$ cat src/rtl/sqs_pkg.sv
package sqs_pkg;
    localparam int unsigned QBITS_DEF  = 96;
    localparam int unsigned DBITS_DEF  = 80;
    localparam int unsigned FRAMES_DEF = 98;
    localparam int unsigned SYNCF_DEF  = 2;
    localparam int unsigned CRCW_DEF   = 16;
    localparam logic [15:0] POLY_DEF   = 16'h1021;
    localparam int unsigned SYNC_DEF   = 2;
    localparam int unsigned PIN_W      = 2;
    localparam int unsigned PIN_DATA   = 0;
    localparam int unsigned PIN_RDY    = 1;
endpackage

$ cat src/rtl/sqs_crc_lfsr.sv
module sqs_crc_lfsr #(
    parameter int unsigned CRC_W = 16,
    parameter logic [CRC_W-1:0] POLY = 16'h1021
) (
    input  logic             clk,
    input  logic             rst_n,
    input  logic             clr_i,
    input  logic             en_i,
    input  logic             din_i,
    output logic [CRC_W-1:0] rem_o
);
    typedef struct packed {
        logic [CRC_W-1:0] rem;
    } crc_st_t;

    crc_st_t s_d, s_q;
    logic    fb;

    always_comb begin
        s_d = s_q;
        fb  = din_i ^ s_q.rem[CRC_W-1];
        if (clr_i) begin
            s_d.rem = '0;
        end else if (en_i) begin
            s_d.rem = {s_q.rem[CRC_W-2:0], 1'b0} ^ (fb ? POLY : '0);
        end
    end

    always_ff @(posedge clk or negedge rst_n) begin
        if (!rst_n) s_q <= '0;
        else        s_q <= s_d;
    end

    assign rem_o = s_q.rem;

    // a block start always begins from a zero remainder
    p_clear_on_start_r2: assert property (@(posedge clk) disable iff (!rst_n)
        clr_i |=> (rem_o == '0));
endmodule

$ cat src/rtl/sqs_frame_collect.sv
module sqs_frame_collect #(
    parameter int unsigned QBITS  = 96,
    parameter int unsigned DBITS  = 80,
    parameter int unsigned FRAMES = 98,
    parameter int unsigned SYNCF  = 2,
    parameter int unsigned CRC_W  = 16,
    parameter logic [CRC_W-1:0] POLY = 16'h1021
) (
    input  logic             clk,
    input  logic             rst_n,
    input  logic             frame_stb_i,
    input  logic             blk_start_i,
    input  logic             q_bit_i,
    output logic             blk_done_o,
    output logic             blk_ok_o,
    output logic [QBITS-1:0] blk_data_o
);
    localparam int unsigned CNT_W   = $clog2(FRAMES + 1);
    localparam int unsigned IDX_W   = $clog2(QBITS);
    localparam int unsigned FIRST_Q = SYNCF + 1;

    typedef struct packed {
        logic [CNT_W-1:0] cnt;
        logic [QBITS-1:0] data;
        logic             done;
    } col_st_t;

    col_st_t          s_d, s_q;
    logic             crc_clr, crc_en, crc_din;
    logic [IDX_W-1:0] idx;
    logic [CRC_W-1:0] rem;

    always_comb begin
        s_d      = s_q;
        s_d.done = 1'b0;
        crc_clr  = 1'b0;
        crc_en   = 1'b0;
        crc_din  = 1'b0;
        idx      = '0;
        if (frame_stb_i) begin
            if (blk_start_i) begin
                s_d.cnt = CNT_W'(1);
                crc_clr = 1'b1;
            end else if (s_q.cnt != '0 && s_q.cnt < CNT_W'(FRAMES)) begin
                s_d.cnt = s_q.cnt + 1'b1;
            end else begin
                s_d.cnt = '0;
            end
            if (s_d.cnt >= CNT_W'(FIRST_Q)) begin
                idx           = IDX_W'(s_d.cnt - CNT_W'(FIRST_Q));
                s_d.data[idx] = q_bit_i;
                crc_en        = 1'b1;
                crc_din       = q_bit_i ^ (idx >= IDX_W'(DBITS));
                s_d.done      = (s_d.cnt == CNT_W'(FRAMES));
            end
        end
    end

    always_ff @(posedge clk or negedge rst_n) begin
        if (!rst_n) s_q <= '0;
        else        s_q <= s_d;
    end

    sqs_crc_lfsr #(.CRC_W(CRC_W), .POLY(POLY)) crc_i (
        .clk   (clk),
        .rst_n (rst_n),
        .clr_i (crc_clr),
        .en_i  (crc_en),
        .din_i (crc_din),
        .rem_o (rem)
    );

    assign blk_done_o = s_q.done;
    assign blk_ok_o   = (rem == '0);
    assign blk_data_o = s_q.data;

    // completion is flagged only when the last frame of a block was counted
    p_done_last_frame_r1: assert property (@(posedge clk) disable iff (!rst_n)
        blk_done_o |-> (s_q.cnt == CNT_W'(FRAMES)));
    // the frame count never leaves its range
    p_cnt_range_r1: assert property (@(posedge clk) disable iff (!rst_n)
        s_q.cnt <= CNT_W'(FRAMES));
endmodule

$ cat src/rtl/sqs_host_port.sv
module sqs_host_port #(
    parameter int unsigned QBITS   = 96,
    parameter int unsigned SYNC_ST = 2
) (
    input  logic             clk,
    input  logic             rst_n,
    input  logic             sclk_i,
    input  logic             blk_done_i,
    input  logic             blk_ok_i,
    input  logic [QBITS-1:0] blk_data_i,
    output logic             ser_o,
    output logic             rdy_o
);
    localparam int unsigned IDX_W = $clog2(QBITS);

    typedef struct packed {
        logic [SYNC_ST-1:0] sync;
        logic               prev;
        logic [QBITS-1:0]   out;
        logic [QBITS-1:0]   pend;
        logic               pend_v;
        logic [IDX_W-1:0]   rd;
        logic               rdy;
    } hp_st_t;

    hp_st_t             s_d, s_q;
    logic [SYNC_ST-1:0] sync_nxt;
    logic               sclk_rise, rd_end, new_good;

    generate
        if (SYNC_ST == 1) begin : g_sync1
            assign sync_nxt = sclk_i;
        end else begin : g_syncn
            assign sync_nxt = {s_q.sync[SYNC_ST-2:0], sclk_i};
        end
    endgenerate

    assign sclk_rise = s_q.sync[SYNC_ST-1] & ~s_q.prev;
    assign rd_end    = sclk_rise && (s_q.rd == IDX_W'(QBITS - 1));
    assign new_good  = blk_done_i && blk_ok_i;

    always_comb begin
        s_d      = s_q;
        s_d.sync = sync_nxt;
        s_d.prev = s_q.sync[SYNC_ST-1];
        if (sclk_rise) begin
            s_d.rd = rd_end ? '0 : s_q.rd + 1'b1;
        end
        if (rd_end) begin
            s_d.rdy = 1'b0;
            if (s_q.pend_v) begin
                s_d.out    = s_q.pend;
                s_d.pend_v = 1'b0;
                s_d.rdy    = 1'b1;
            end
        end
        if (new_good) begin
            if (s_d.rd == '0) begin
                s_d.out    = blk_data_i;
                s_d.pend_v = 1'b0;
                s_d.rdy    = 1'b1;
            end else begin
                s_d.pend   = blk_data_i;
                s_d.pend_v = 1'b1;
            end
        end
    end

    always_ff @(posedge clk or negedge rst_n) begin
        if (!rst_n) s_q <= '0;
        else        s_q <= s_d;
    end

    assign ser_o = s_q.out[s_q.rd];
    assign rdy_o = s_q.rdy;

    p_good_sets_ready_r3: assert property (@(posedge clk) disable iff (!rst_n)
        new_good |=> rdy_o);
    p_bad_no_ready_r4: assert property (@(posedge clk) disable iff (!rst_n)
        (blk_done_i && !blk_ok_i && !s_q.pend_v) |=> !$rose(rdy_o));
    p_read_index_r5: assert property (@(posedge clk) disable iff (!rst_n)
        s_q.rd < IDX_W'(QBITS));
    p_ready_clears_r6: assert property (@(posedge clk) disable iff (!rst_n)
        (rd_end && !s_q.pend_v && !new_good) |=> !rdy_o);
    p_latch_held_r7: assert property (@(posedge clk) disable iff (!rst_n)
        (s_q.rd != '0 && s_q.rd != IDX_W'(QBITS - 1)) |=> $stable(s_q.out));
endmodule

$ cat src/rtl/subq_crc_port.sv
module subq_crc_port
    import sqs_pkg::*;
#(
    parameter int unsigned QBITS   = QBITS_DEF,
    parameter int unsigned DBITS   = DBITS_DEF,
    parameter int unsigned FRAMES  = FRAMES_DEF,
    parameter int unsigned SYNCF   = SYNCF_DEF,
    parameter int unsigned CRC_W   = CRCW_DEF,
    parameter logic [CRC_W-1:0] POLY = POLY_DEF,
    parameter int unsigned SYNC_ST = SYNC_DEF
) (
    input  logic             clk,
    input  logic             rst_n,
    input  logic             frame_stb_i,
    input  logic             blk_start_i,
    input  logic             q_bit_i,
    input  logic             host_sclk_i,
    input  logic             port_sel_i,
    input  logic [PIN_W-1:0] gpio_i,
    output logic [PIN_W-1:0] pin_o
);
    logic             blk_done, blk_ok, ser, rdy;
    logic [QBITS-1:0] blk_data;
    logic [PIN_W-1:0] port_val;

    sqs_frame_collect #(
        .QBITS(QBITS), .DBITS(DBITS), .FRAMES(FRAMES),
        .SYNCF(SYNCF), .CRC_W(CRC_W), .POLY(POLY)
    ) col_i (
        .clk         (clk),
        .rst_n       (rst_n),
        .frame_stb_i (frame_stb_i),
        .blk_start_i (blk_start_i),
        .q_bit_i     (q_bit_i),
        .blk_done_o  (blk_done),
        .blk_ok_o    (blk_ok),
        .blk_data_o  (blk_data)
    );

    sqs_host_port #(.QBITS(QBITS), .SYNC_ST(SYNC_ST)) hp_i (
        .clk        (clk),
        .rst_n      (rst_n),
        .sclk_i     (host_sclk_i),
        .blk_done_i (blk_done),
        .blk_ok_i   (blk_ok),
        .blk_data_i (blk_data),
        .ser_o      (ser),
        .rdy_o      (rdy)
    );

    always_comb begin
        port_val           = '0;
        port_val[PIN_DATA] = ser;
        port_val[PIN_RDY]  = rdy;
        pin_o              = port_sel_i ? port_val : gpio_i;
    end

    // nothing is ready in the first cycle after reset
    p_reset_idle_r10: assert property (@(posedge clk)
        $rose(rst_n) |-> !rdy);
endmodule

$ cat config.mk
export PLATFORM = sky130hd
export DESIGN_NAME = subq_crc_port
export DESIGN_NICKNAME = d
export VERILOG_FILES = /design/src/rtl/sqs_pkg.sv /design/src/rtl/sqs_crc_lfsr.sv /design/src/rtl/sqs_frame_collect.sv /design/src/rtl/sqs_host_port.sv /design/src/rtl/subq_crc_port.sv
export SDC_FILE = /design/constraint.sdc
export NUM_CORES = 1
export LEC_CHECK = 0
export BUFFER_PORTS_ARGS = -buffer_cell sky130_fd_sc_hd__buf_4
export CAP_MARGIN = 40
export CORE_UTILIZATION = 57
export CTS_BUF_LIST = sky130_fd_sc_hd__clkbuf_8 sky130_fd_sc_hd__clkbuf_16
export DETAILED_ROUTE_END_ITERATION = 10
export HOLD_SLACK_MARGIN = 0.08
export PLACE_DENSITY = 0.72
export SYNTH_ARGS = -nofsm -noshare
export SYNTH_HDL_FRONTEND = slang
export SYNTH_SLANG_ARGS = --single-unit
$ cat constraint.sdc
create_clock -name clk -period 4.2 [get_ports clk]
set_input_delay 0.21 -clock clk [delete_from_list [all_inputs] [get_ports clk]]
set_output_delay 0.21 -clock clk [all_outputs]
set_load 0.005 [all_outputs]
# --- Word level (Yosys, flattened, before mapping) ---
# Cells that the tools add are included.
word_totals:
  n_memories: 0
  ram_bits: 0
  input_bits: 9
  reg_bits: 324
  latch_bits: 0
  wordCells: 72
  out_inout_bits: 2
  mem_bits_ro: 0
op_classes:
  shifts: 0
  eq_ne: 2
  n_reduce_logical: 11
  mux: 33
  n_div: 0
  multipliers: 0
  bitwise: 6
  order_cmp: 6
  n_addsub: 3
ops:
  columns: ["cell", "count"]
  rows:
  - ["$mux W96", 4]
  - ["$mux W193", 1]
  - ["$bwmux W96", 1]
  - ["$mux W7", 5]
  - ["$mux W16", 2]
  - ["$logic_not A16 Y1", 1]
  - ["$lt A7 B8 Y1 const B", 2]
  - ["$mux W1", 16]
  - ["$xor A16 B13 Y16", 1]
  - ["$add A7 B1 Y7 const B", 2]
  - ["$eq A7 B7 Y1 const B", 2]
  - ["$mux W13", 1]
  - ["$bmux W1 S7", 1]
  - ["$demux W1 S7", 1]
  - ["$ge A7 B1 Y1 const B", 1]
  - ["$ge A7 B2 Y1 const B", 1]
  - ["$ge A7 B7 Y1 const B", 1]
  - ["$logic_not A7 Y1", 1]
  - ["$lt A7 B7 Y1 const B", 1]
  - ["$reduce_bool A7 Y1", 1]
  - ["$sub A7 B2 Y7 const B", 1]
  - ["$logic_and A1 B1 Y1", 4]
  - ["$reduce_and A2 Y1", 2]
  - ["$reduce_bool A2 Y1", 2]
  - ["other kinds (4)", 6]

# --- Longest topological paths before layout ---
logic_depth:
  word_depth: 15
  depth_mapped: 18
  depth_no_buf: 15

# --- Modules after synthesis ---
# From an unflattened synthesis, not the netlist that was laid out.
hier_totals:
  cells_unflattened: 1457
  area_unflattened_um2: 16425.8
by_module_without_submodules:
  columns: ["mod", "seq_area_each_um2", "cells_per_inst", "instances", "area_per_inst_um2"]
  rows:
  - ["sqs_host_port", 5104.9, 754, 1, 9547.9]
  - ["sqs_frame_collect", 2602.5, 643, 1, 6167.2]
  - ["sqs_crc_lfsr", 400.4, 58, 1, 688.2]
  - ["subq_crc_port", 0.0, 2, 1, 22.5]

# --- Worst setup path after synthesis ---
# OpenSTA, ideal clock, no wires.
synth_timing:
  path_kind: "reg-to-reg"
  from: "reg col_i.s_q[99] in the netlist's numbering"
  to: "reg col_i.s_q (netlist bit col_i.blk_data_o[74])"
  stages_incl_launch_ff: 15
  period_less_slack_ns: 4.036
  t_required_ns: 4.075
  t_arrival_ns: 3.911
  n_path_buf: 3
  setup_time_ns: 0.125
  path_slack_ns: 0.164
  cell_sequence: "dfrtp_1 -> or4_4 -> a221o_1 -> buf_6 -> nor2_1 -> ha_1 -> buf_2 -> inv_1 -> nand2_1 -> o21ba_2 -> xnor2_1 -> nand2_1 -> buf_2 -> nor3_1 -> mux2_2"
synth_via:
  elab_chain_cells: 11
  elab_cells_between_ends: 16
  cone_classes: "2 x add/sub; 4 x order compare; 6 x mux; 4 x reduce/logical"
synth_lines:
  columns: ["element", "line_no", "rtl"]
  rows:
  - ["start, declared", "sqs_frame_collect.sv:28", "col_st_t s_d, s_q;"]
  - ["start signal, assigned", "sqs_frame_collect.sv:60", "if (!rst_n) s_q <= '0;"]
  - ["start signal, assigned", "sqs_frame_collect.sv:61", "else s_q <= s_d;"]
  - ["$lt A7 B7 Y1 / $reduce_bool A7 Y1 (equally long branches)", "sqs_frame_collect.sv:44", "end else if (s_q.cnt != '0 && s_q.cnt < CNT_W'(FRAMES)) begin"]
  - ["$logic_and A1 B1 Y1", "sqs_frame_collect.sv:44", null]
  - ["$mux W7 *", "sqs_frame_collect.sv:44", null]
  - ["$mux W7 *", "sqs_frame_collect.sv:41", "if (blk_start_i) begin"]
  - ["$mux W7 *", "sqs_frame_collect.sv:40", "if (frame_stb_i) begin"]
  - ["$sub A7 B2 Y7", "sqs_frame_collect.sv:50", "idx = IDX_W'(s_d.cnt - CNT_W'(FIRST_Q));"]
  - ["$lt A7 B8 Y1 (not written as such) / $ge A7 B1 Y1 (equally long branches)", "sqs_frame_collect.sv:51", "s_d.data[idx] = q_bit_i;"]
  - ["$logic_and A1 B1 Y1 (not written as such)", "sqs_frame_collect.sv:51", null]
  - ["$mux W1 (not written as such)", "sqs_frame_collect.sv:51", null]
  - ["$demux W1 S7", null, null]
  - ["$bwmux W96", "sqs_frame_collect.sv:51", null]
# Mark *: on every way between the ends. The rest lies on a longest branch, timed or not. The select of a mux whose other input is x is not followed.
# A chain may end at the register's enable or synchronous reset.

# --- Final worst setup path ---
layout_timing:
  from: "reg col_i.s_q[101] in the netlist's numbering"
  to: "reg col_i.s_q (netlist bit col_i.blk_data_o[64])"
# Same word-level chain as after synthesis.

==> impl_metrics.py <==
metrics = {
    "power_and_ir_drop": {
        "power.internal_mw": 5.41,
        "sw_frac_of_total_pct": 28.5,
        "vdd_ir_drop_max_mv": 0.314,
        "p_comb_share_pct": 16.2,
        "power_mw": 7.58,
        "switchingPower_mw": 2.16,
        "seq_power_share_pct": 45.6,
        "p_clk_share_pct": 38.2,
        "p_per_area_nw_per_um2": 444,
        "power.leakage_nw": 8.94,
    },
    "timing": {
        "tightest_slew_ns": 0.938,
        "period_share_pct": 91.5,
        "layout_min_cycle_time_ns": 3.84,
        "slew_viol_final": 0,
        "fin_tns_setup_ns": 0,
        "final-setup-viol-count": 0,
        "fmax_ghz": 0.260,
        "fin_worst_skew_ns": 0.0249,
        "hold_viol_final": 0,
        "max-slew-margin-rel_pct": 37.0,
        "rsz0062_at_grt": "false",
    },
    "yosys": {
        "synth_common_cells": "dfrtp_1 (324), mux2_2 (178), nor2_1 (121)",
        "synth_top_area_share_pct": 52.5,
        "yosysWarnings": 0,
        "synth_seq_area_share_pct": 52.5,
        "yosys_most_used_dff": "dfrtp_1",
        "syn_nets": 1298,
        "yosysMostFrequentCell": "dfrtp_1",
        "syn_inst": 1283,
        "async_flop_share_pct": 100,
        "ys_ff_latch": 324,
        "synth_edf_count": 0,
        "synth.cell_area_um2": 15400,
        "netlist_top_cells_area": "dfrtp_1 (53%), mux2_2 (13%), mux2i_1 (7.1%)",
        "avgSynthCellArea_um2": 12.0,
        "ys_types": 72,
        "synth_top_cell_by_area": "dfrtp_1",
    },
    "worst_hold_path": {
        "worstHoldStart": "q_bit_i",
        "hold_class": "input port to register",
        "min_to": "col_i.blk_data_o[87]",
        "min_delay_path_depth": 2,
    },
    "floorplan": {
        "ioPinCount": 11,
        "die_h_um": 167,
        "die-width_um": 167,
        "core_area_um2": 26300,
        "rows": 59,
        "initial_utilization_pct": 58.7,
        "die-area_um2": 27700,
    },
    "clock_tree": {
        "htree_levels": 2,
        "cts_tree": "yes",
        "cts_root_buffer": "clkbuf_16",
        "clk_latency_ns": 0.51,
        "clkTransAtPathRegs_ns": 0.06,
        "cts_buffer_depth": 3,
        "clock_sinks": 324,
        "cts_inserted_buffers": 35,
    },
    "layout": {
        "fin_cells": 1637,
        "fin_util_pct": 64.9,
        "final_nets": 1294,
        "antenna_cells": 0,
        "fillers": 2054,
        "areaGrowthSynthToFinish_pct": 10.6,
        "final_area_um2": 17100,
        "drive_gt1_share_pct": 26.4,
    },
    "setup_path": {
        "r2r_end": "col_i.blk_data_o[64]",
        "critPathLaunchType": "register",
        "slowest_delay_ns": 0.57,
        "arrival_ns": 4.23,
        "ff2ff_setup_slack_ns": 0.36,
        "cp.required_ns": 4.59,
        "crit_fanout": 12,
        "r2r_start": "col_i.s_q[101]",
        "path_cells": "or4_4 -> a221o_1 -> nor2_1 -> ha_1 -> buf_4 -> a21oi_1 -> o32ai_2 -> nand2_2 -> nor3_1 -> mux2_2",
        "slowest_stage": "or4_4",
        "cpLargestDelayFamily": "simple AND/OR/NAND/NOR gates",
        "critPathCaptureType": "register",
        "r2r_cells": 10,
        "crit_type": "register to register",
        "worst-path-buf-inv": 1,
    },
    "grt": {
        "antenna_found_initial": 0,
        "grt_max_degree": 120,
        "grt.total_usage_pct": 25.3,
        "grt-ovfl-total": 0,
        "grt_first_pass_wirelength_um": 55500,
        "grt_pass1_vias": 10000,
    },
    "route": {
        "drtAntennaViolNets": 0,
        "totalWireLength_um": 33700,
        "drc": 2,
        "wl_per_cell_um": 20.6,
        "drtPass1Iterations": 10,
        "first_iter_violations": 777,
        "vias": 9821,
        "via_per_inst": 6.00,
    },
    "run": {
        "cap_violations": 0,
    },
    "placed_design": {
        "place_area_um2": 15900,
        "hpwl_um": 20600,
        "placed_cells": 1572,
        "io_buffer_count": 10,
        "globalplace.congestion": 0.865,
    },
    "outcome": {
        "violations": "design-rule violations",
        "status": "finished, violations left",
    },
}
==> logic make-up (layout without fill, tap and decap cells) <==
logic type                 count (synthesis)  count (layout)  synth area share [%]
AOI/OAI and AO/OA                        190             190                  8.23
xor gates and xnor gates                  16              16                 0.957
adders and majority gates                  6               6                 0.487
buffers and inverters                    106             125                  2.97
DFF                                      324             324                  52.5
muxes                                    329             329                  24.9
and+or+nand+nor                          312             312                  9.93
==> repair_timing <==
action,4_1_cts,5_1_grt
setup endpoints to repair,0,29
resized for setup,0,4
endpoints found under the hold margin,121,0
buffers inserted,0,0
hold buffers,5,0
==> worst max-delay path by stage <==
stage	to	start	cells after the start
global placement	col_i.blk_data_o[80]	col_i.s_q[101]	10
finish	col_i.blk_data_o[64]	col_i.s_q[101]	10
floorplan	col_i.blk_data_o[74]	col_i.s_q[99]	14
detailed placement	col_i.blk_data_o[64]	col_i.s_q[101]	10
CTS	col_i.blk_data_o[64]	col_i.s_q[101]	10
global route	col_i.blk_data_o[23]	col_i.s_q[98]	15
==> power by group through the flow <==
stage	combinational (mW)	clock (mW)	sequential, mW
final	1.23	2.89	3.45
after global routing	1.34	3.07	3.48
after CTS	1.23	2.95	3.45
after detailed placement	1.22	0	3.51
after global placement	1.20	0	3.50
after floorplan	0.901	0	3.39
==> sequential cells by signal (all words and copies together) (netlist names) <==
name and count:
hp_i.s_q 201, col_i.s_q 7, col_i.blk_done_o 1, hp_i.s_d 2, col_i.crc_i.rem_o 16, col_i.blk_data_o 96
hp_i.rdy_o 1
==> per-layer routing <==
metal | global-route usage, % | part of all wire (%)
met4 | 7.89 | 2.7
met3 | 3.78 | 3.9
met1 | 35.6 | 46
met5 | 0 | 0
met2 | 40.6 | 48
==> area by class of cell <==
cell class	count	area [um2]	area share (%)
Clock inverter	18	108	0.631
Inverter	14	52.6	0.308
Timing Repair Buffer	51	485	2.85
Tap cell	335	419	2.46
Multi-Input combinational cell	853	6910	40.5
Clock buffer	42	972	5.70
Sequential cell	324	8110	47.5
==> cell usage in the layout, fill, tap and decap left out, types with 7 or more instances in the layout <==
cell type	count
mux2_2	178
xnor2_1	9
clkbuf_8	7
a22o_1	16
mux2_1	18
nor2_1	121
dfrtp_1	323
o31ai_1	7
nand3_1	8
nor4_2	10
nor3_1	53
nor2b_1	12
a21oi_1	107
clkbuf_16	35
inv_1	24
nand2_1	62
o21ai_0	11
mux4_2	24
buf_4	39
mux2i_1	109
==> through the flow <==
stage          setup slack [ns]  hold slack [ns]
6_report                  0.355            0.328
3_3_place_gp              0.274            0.323
4_1_cts                  0.0723            0.308
5_1_grt                  0.0186            0.334
2_1_floorplan             0.164          -0.0856
3_5_place_dp              0.121            0.320
Power figures use the tool's default switching activity.
